`src/rtl/icc_pkg.sv`:
```
package icc_pkg;
  localparam int unsigned ADDR_W_DEF  = 24;
  localparam int unsigned INSTR_W_DEF = 48;
  localparam int unsigned LINES_DEF   = 32;

  typedef enum logic {
    ST_LOOKUP = 1'b0,
    ST_DEFER  = 1'b1
  } icc_state_e;
endpackage

```
`src/rtl/icc_tag_store.sv`:
```
module icc_tag_store #(
  parameter int unsigned ADDR_W = icc_pkg::ADDR_W_DEF,
  parameter int unsigned LINES  = icc_pkg::LINES_DEF
) (
  input  logic              clk_i,
  input  logic              rst_ni,
  input  logic              flush_i,
  input  logic [ADDR_W-1:0] lk_addr_i,
  output logic              hit_o,
  input  logic              fill_we_i,
  input  logic [ADDR_W-1:0] fill_addr_i
);
  localparam int unsigned IDX_W = $clog2(LINES);
  localparam int unsigned TAG_W = ADDR_W - IDX_W;

  logic [LINES-1:0] valid_q;
  logic [TAG_W-1:0] tag_q [LINES];

  logic [IDX_W-1:0] lk_idx, fill_idx;
  logic [TAG_W-1:0] lk_tag, fill_tag;

  assign lk_idx   = lk_addr_i[IDX_W-1:0];
  assign lk_tag   = lk_addr_i[ADDR_W-1:IDX_W];
  assign fill_idx = fill_addr_i[IDX_W-1:0];
  assign fill_tag = fill_addr_i[ADDR_W-1:IDX_W];

  // flush wins over a fill in the same cycle
  always_ff @(posedge clk_i or negedge rst_ni) begin
    if (!rst_ni) begin
      valid_q <= '0;
    end else if (flush_i) begin
      valid_q <= '0;
    end else if (fill_we_i) begin
      valid_q[fill_idx] <= 1'b1;
    end
  end

  always_ff @(posedge clk_i) begin
    for (int i = 0; i < LINES; i++) begin
      if (fill_we_i && !flush_i && fill_idx == IDX_W'(i)) tag_q[i] <= fill_tag;
    end
  end

  assign hit_o = valid_q[lk_idx] && (tag_q[lk_idx] == lk_tag);

  AST_FLUSH_EMPTIES: assert property (@(posedge clk_i) disable iff (!rst_ni)
    flush_i |=> (valid_q == '0));
  AST_FLUSH_BEATS_FILL: assert property (@(posedge clk_i) disable iff (!rst_ni)
    (flush_i && fill_we_i) |=> !valid_q[$past(fill_idx)]);
  AST_FILL_SETS_VALID: assert property (@(posedge clk_i) disable iff (!rst_ni)
    (fill_we_i && !flush_i) |=> valid_q[$past(fill_idx)]);
endmodule

```
`src/rtl/icc_data_store.sv`:
```
module icc_data_store #(
  parameter int unsigned INSTR_W = icc_pkg::INSTR_W_DEF,
  parameter int unsigned LINES   = icc_pkg::LINES_DEF,
  localparam int unsigned IDX_W  = $clog2(LINES)
) (
  input  logic               clk_i,
  input  logic               we_i,
  input  logic [IDX_W-1:0]   wr_idx_i,
  input  logic [INSTR_W-1:0] wdata_i,
  input  logic [IDX_W-1:0]   rd_idx_i,
  output logic [INSTR_W-1:0] rdata_o
);
  logic [INSTR_W-1:0] line_q [LINES];

  always_ff @(posedge clk_i) begin
    if (we_i) line_q[wr_idx_i] <= wdata_i;
  end

  assign rdata_o = line_q[rd_idx_i];
endmodule

```
`src/rtl/icc_ctrl.sv`:
```
module icc_ctrl #(
  parameter int unsigned ADDR_W = icc_pkg::ADDR_W_DEF
) (
  input  logic              clk_i,
  input  logic              rst_ni,
  input  logic              fetch_req_i,
  input  logic              conflict_i,
  input  logic [ADDR_W-1:0] fetch_addr_i,
  input  logic              hit_i,
  output logic              mem_req_o,
  output logic [ADDR_W-1:0] mem_addr_o,
  output logic              instr_valid_o,
  output logic              stall_o,
  output logic              sel_cache_o,
  output logic              fill_we_o,
  output logic [ADDR_W-1:0] fill_addr_o
);
  import icc_pkg::*;

  icc_state_e        state_q, state_d;
  logic [ADDR_W-1:0] addr_q;

  always_comb begin
    state_d       = state_q;
    mem_req_o     = 1'b0;
    mem_addr_o    = fetch_addr_i;
    instr_valid_o = 1'b0;
    stall_o       = 1'b0;
    sel_cache_o   = 1'b0;
    fill_we_o     = 1'b0;
    fill_addr_o   = addr_q;
    unique case (state_q)
      ST_LOOKUP: begin
        if (fetch_req_i) begin
          if (!conflict_i) begin
            mem_req_o     = 1'b1;
            instr_valid_o = 1'b1;
          end else if (hit_i) begin
            instr_valid_o = 1'b1;
            sel_cache_o   = 1'b1;
          end else begin
            stall_o = 1'b1;
            state_d = ST_DEFER;
          end
        end
      end
      ST_DEFER: begin
        // data access had the port last cycle; fetch the held address now
        mem_req_o     = 1'b1;
        mem_addr_o    = addr_q;
        instr_valid_o = 1'b1;
        fill_we_o     = 1'b1;
        state_d       = ST_LOOKUP;
      end
      default: state_d = ST_LOOKUP;
    endcase
  end

  always_ff @(posedge clk_i or negedge rst_ni) begin
    if (!rst_ni) begin
      state_q <= ST_LOOKUP;
      addr_q  <= '0;
    end else begin
      state_q <= state_d;
      if (stall_o) addr_q <= fetch_addr_i;
    end
  end

  AST_STALL_ONE_CYCLE: assert property (@(posedge clk_i) disable iff (!rst_ni)
    stall_o |=> !stall_o);
  AST_STALL_NO_OUTPUT: assert property (@(posedge clk_i) disable iff (!rst_ni)
    stall_o |-> (!instr_valid_o && !mem_req_o));
  AST_DEFER_DELIVERS: assert property (@(posedge clk_i) disable iff (!rst_ni)
    stall_o |=> (instr_valid_o && mem_req_o));
  AST_DEFER_ADDR: assert property (@(posedge clk_i) disable iff (!rst_ni)
    stall_o |=> (mem_addr_o == $past(fetch_addr_i)));
  AST_FILL_ONLY_AFTER_MISS: assert property (@(posedge clk_i) disable iff (!rst_ni)
    fill_we_o |-> $past(stall_o));
endmodule

```
`src/rtl/icc_conflict_cache.sv`:
```
module icc_conflict_cache #(
  parameter int unsigned ADDR_W  = icc_pkg::ADDR_W_DEF,
  parameter int unsigned INSTR_W = icc_pkg::INSTR_W_DEF,
  parameter int unsigned LINES   = icc_pkg::LINES_DEF
) (
  input  logic               clk_i,
  input  logic               rst_ni,
  input  logic               flush_i,
  input  logic               fetch_req_i,
  input  logic               conflict_i,
  input  logic [ADDR_W-1:0]  fetch_addr_i,
  output logic               mem_req_o,
  output logic [ADDR_W-1:0]  mem_addr_o,
  input  logic [INSTR_W-1:0] mem_rdata_i,
  output logic [INSTR_W-1:0] instr_o,
  output logic               instr_valid_o,
  output logic               stall_o
);
  localparam int unsigned IDX_W = $clog2(LINES);

  logic               hit, sel_cache, fill_we;
  logic [ADDR_W-1:0]  fill_addr;
  logic [INSTR_W-1:0] cache_rdata;

  icc_ctrl #(.ADDR_W(ADDR_W)) u_ctrl (
    .clk_i         (clk_i),
    .rst_ni        (rst_ni),
    .fetch_req_i   (fetch_req_i),
    .conflict_i    (conflict_i),
    .fetch_addr_i  (fetch_addr_i),
    .hit_i         (hit),
    .mem_req_o     (mem_req_o),
    .mem_addr_o    (mem_addr_o),
    .instr_valid_o (instr_valid_o),
    .stall_o       (stall_o),
    .sel_cache_o   (sel_cache),
    .fill_we_o     (fill_we),
    .fill_addr_o   (fill_addr)
  );

  icc_tag_store #(.ADDR_W(ADDR_W), .LINES(LINES)) u_tags (
    .clk_i       (clk_i),
    .rst_ni      (rst_ni),
    .flush_i     (flush_i),
    .lk_addr_i   (fetch_addr_i),
    .hit_o       (hit),
    .fill_we_i   (fill_we),
    .fill_addr_i (fill_addr)
  );

  icc_data_store #(.INSTR_W(INSTR_W), .LINES(LINES)) u_data (
    .clk_i    (clk_i),
    .we_i     (fill_we),
    .wr_idx_i (fill_addr[IDX_W-1:0]),
    .wdata_i  (mem_rdata_i),
    .rd_idx_i (fetch_addr_i[IDX_W-1:0]),
    .rdata_o  (cache_rdata)
  );

  always_comb begin
    if (!instr_valid_o) instr_o = '0;
    else if (sel_cache) instr_o = cache_rdata;
    else                instr_o = mem_rdata_i;
  end

  AST_HIT_SERVES_CACHE: assert property (@(posedge clk_i) disable iff (!rst_ni)
    (instr_valid_o && !mem_req_o) |-> (instr_o == cache_rdata));
  AST_IDLE_QUIET: assert property (@(posedge clk_i) disable iff (!rst_ni)
    (!fetch_req_i && !$past(stall_o)) |-> (!instr_valid_o && !mem_req_o && !stall_o));
endmodule

```
`config.mk`:
```
export PLATFORM = sky130hd
export DESIGN_NAME = icc_conflict_cache
export DESIGN_NICKNAME = d
export VERILOG_FILES = /design/src/rtl/icc_pkg.sv /design/src/rtl/icc_tag_store.sv /design/src/rtl/icc_data_store.sv /design/src/rtl/icc_ctrl.sv /design/src/rtl/icc_conflict_cache.sv
export SDC_FILE = /design/constraint.sdc
export NUM_CORES = 2
export LEC_CHECK = 0
export BUFFER_PORTS_ARGS = -buffer_cell sky130_fd_sc_hd__buf_2
export CAP_MARGIN = 20
export CORE_ASPECT_RATIO = 1.5
export CORE_MARGIN = 2
export CORE_UTILIZATION = 55
export CTS_CLUSTER_DIAMETER = 50
export DETAILED_ROUTE_END_ITERATION = 6
export PLACE_DENSITY_LB_ADDON = 0.08
export SYNTH_ARGS = -nofsm -noshare
export SYNTH_HDL_FRONTEND = slang
export SYNTH_HIERARCHICAL = 1
export SYNTH_SLANG_ARGS = --single-unit
export TNS_END_PERCENT = 50
```
`constraint.sdc`:
```
create_clock -name clk_i -period 9.9 [get_ports clk_i]
set_input_delay 0.495 -clock clk_i [delete_from_list [all_inputs] [get_ports clk_i]]
set_output_delay 0.495 -clock clk_i [all_outputs]
set_load 0.1 [all_outputs]
```
==> summary.md <==
| Metric | Value |
|---|---|
| Total CTS buffers | `slightly below 200` |
| Post-synth EDFFs | `around 2100` |
| Sequential share of the synthesized area | `between 70% and 80%` |
| Flop-to-flop setup slack | `5.84 ns` |
| Critical Path, Cell by Cell | `buf_12 -> buf_4 -> mux4_2 -> mux2i_1 -> o22ai_1 -> a211oi_1 -> xnor2_1 -> nor2_1 -> nand4_1 -> and4bb_1 -> and4b_4 -> buf_4 -> mux2i_1 -> nor2b_1 -> buf_2` |
| Largest net degree at the start of global routing | `144` |
| Netlist Area Pre-Place | `87000 sq um` |
| Worst slack, placed | `~3.2 ns` |
| Post-DRT Antenna Nets | `0` |
| Root Driver | `clkbuf_16` |
| Sink Count | `roughly 2200` |
| Rel. slew slack | `roughly a fifth` |
| Clk buf depth | `3` |
| Final Cycle Share | `approximately 67%` |
| P&R area growth vs syn | `10.8%` |
| Clock Latency Late Sink | `slightly above 0.8 ns` |
| # DRC | `0` |
| I/O Pins | `152` |
| Initial Utilization | `between 50% and 60%` |
| Vias | `45531` |
| Global route total overflow | `0` |
| Avg WL per Cell | `31.4 um` |
| Final setup margin | `3.28 ns` |
| Cell taking the most area after synthesis | `edfxtp_1` |
| H-tree Lvls | `4` |
| Fmax | `approximately 150 MHz` |
| Endpoints failing hold | `0` |
| Post-CTS setup buffer count | `0` |
| Gates resized, CTS repair | `0` |
| Critical path's slowest cell | `buf_4` |
| RR Endpoint | `u_data/line_q[29][32]` |
| Finished Core Util | `61.4%` |
| DR iter-0 viols | `4596` |
| Worst reg-to-reg path cell count | `4` |
| Placer Congestion | `0.806` |
| Die Area | `approximately 160000 sq um` |
| Yosys warnings | `6` |
| Worst Max-Slew Pin Slew | `approximately 1.2 ns` |
| Most frequent cell after synthesis | `edfxtp_1` |
| Power Dens Cells | `198 nW/um^2` |
| Worst hold endpoint | `u_ctrl/fill_addr_o[7]` |
| Syn Nets | `approximately 4800` |
| Final min period | `between 6 and 7 ns` |
| Avg Cell Area, Syn | `about 18 sq um` |
| Synth unique cells | `56` |
| Tightest Hold Check Type | `input port to register` |
| CTS tree | `yes` |
| Post-synth top area share | `roughly three quarters` |
| Vias in the first global route | `45403` |
| Synth area leaders | `edfxtp_1, mux2i_1, mux4_2` |
| DRT Wirelength | `approximately 230 mm` |
| Critical path class | `input port to output pin` |
| Die Ht | `between 400 and 500 um` |
| CTS clk-pin slew, worst paths | `around 0.070 ns` |
| Crit path required time | `~9.4 ns` |
| GRT Overall Usage | `around 28%` |
| Maximum VDD drop | `0.241 mV` |
| Setup_tns | `0 ns` |
| R2R Path Start | `u_ctrl/state_q` |
| First-pass GRT wire length | `between 300 and 400 mm` |
| CTS Hold Bufs | `19` |
| Hold path depth | `2` |
| DP HPWL | `around 110 mm` |
| Leak | `between 30 and 40 nW` |
| Vias per cell | `6.33` |
| Crit-path max FO | `100` |
| Post-Synthesis Cells | `around 4700` |
| Synth cell count leaders | `edfxtp_1, mux2i_1, nand2_1` |
| Layout cells sized above 1 | `between 10% and 20%` |
| CORE AREA | `around 160000 sq um` |
| Status | `finished, final reports clean` |
| Async SR Flop Fraction | `2.59%` |
| # rows | `178` |
| Clk_skew | `about 0.028 ns` |
| Overall Power | `19.1 mW` |
| Initial antenna violation count | `10` |
| Unrepaired setup endpoints after global routing | `no` |
| TritonRoute pass-1 iters | `6` |
| Die Wd | `~330 um` |
| Predominant post-synthesis flop cell | `edfxtp_1` |
| Worst hold start | `fetch_addr_i[7]` |
| Crit end category | `output pin` |
| Slew Viols, Final | `0` |
| Max-Cap Viols | `0` |
| Final setup viols | `0` |
| Worst EP arrival | `between 6 and 7 ns` |
| Critical Path Max Stage Delay | `slightly above 0.9 ns` |
| Worst hold slack | `about 0.06 ns` |
| Port bufs | `151` |
| Crit start category | `input port` |
| Register bit count reported by yosys | `approximately 2200` |
| Final nets | `roughly 5000` |
-- critical path, delay by kind of cell --
family	cells	cell delay [ns]
muxes	3	0.92
and+or+nand+nor	5	1.50
AOI/OAI and AO/OA	2	0.51
buffers and inverters	4	2.43
xor gates and xnor gates	1	0.18
-- per-stage QoR --
step | std cells | cell area (sq um)
global placement | 6804 | 90100
global route | 7185 | 96500
detailed placement | 6804 | 90100
CTS | 7180 | 96400
floorplan | 4734 | 87000
finish | 7189 | 96500
-- cell type report --
cell class                      instances  area (sq um)
Timing Repair Buffer                  299          2110
Inverter                               37           139
Fill cell                           11336         60500
Clock inverter                        119           876
Antenna cell                            5          12.5
Clock buffer                          238          5230
Multi-Input combinational cell       2220         19700
Tap cell                             2070          2590
Sequential cell                      2201         65800
-- worst max path at each step --
stage	slack, ns	endpoint	startpoint
3_3_place_gp	3.27	instr_o[16]	fetch_addr_i[0]
6_report	3.28	instr_o[15]	fetch_addr_i[0]
3_5_place_dp	3.19	instr_o[15]	fetch_addr_i[0]
2_1_floorplan	4.10	instr_o[27]	fetch_addr_i[0]
4_1_cts	3.17	instr_o[15]	fetch_addr_i[0]
5_1_grt	2.96	instr_o[15]	fetch_addr_i[0]
-- sequential cells by signal, summed over array words and instances, names as in the netlist --
register	flops
u_ctrl/fill_addr_o	24
u_tags/valid_q	32
u_data/line_q	1536
u_tags/tag_q	608
u_ctrl/state_q	1
-- placed cells by master (no fill, tap or decap), types with 4 or more instances in the layout --
cell and n:
edfxtp_1 2144, mux2i_1 879, clkbuf_16 204, nand2_1 177
a22oi_1 157, nand3_1 157, a21oi_1 152, buf_2 149
mux4_2 142, buf_4 118, a22o_1 97, nor2b_1 60
dfrtp_1 57, clkinv_1 52, nor3_1 51, a31oi_1 51
o22ai_1 48, clkinv_2 42, clkbuf_1 34, inv_1 34
nor2_4 33, mux2_2 32, nor2_2 32, dlygate4sd3_1 19
mux2_4 19, nor2_1 19, bufinv_16 12, a221oi_1 11
xor2_1 11, nand3b_1 10, clkinvlp_4 9, xnor2_1 9
a211oi_1 9, buf_12 8, nand2b_1 7, diode_2 5
or3b_2 5, buf_16 4, nor4_1 4, o21ai_1 4
-- metal layers --
layer / wire [um] / GRT usage [%] / vias to the layer above
li1: - / - / 19381
met1: 87300 / 35.9 / 24067
met2: 117000 / 48.8 / 1681
met3: 13800 / 4.12 / 396
met4: 7410 / 9.30 / 6
met5: 36 / 0 / -
-- logic make-up (layout without fill, tap and decap cells) --
logic type,count (synthesis),after routing,share of synthesized area (%)
flops,2201,2201,75.6
mux,1072,1072,14.5
simple gates,576,576,3.15
compound gates,552,552,4.34
buf+inv,313,693,2.17
xor+xnor,20,20,0.201
other cells,0,5,0
-- power by group --
part	total (mW)	internal, mW	switching, mW	leakage, nW
Sequential	10.6	10.4	0.136	20.0
Clock	7.32	4.05	3.27	2.99
Combinational	1.25	0.379	0.872	9.79
Total	19.1	14.9	4.28	32.8
(Power assumes the default switching activity.)
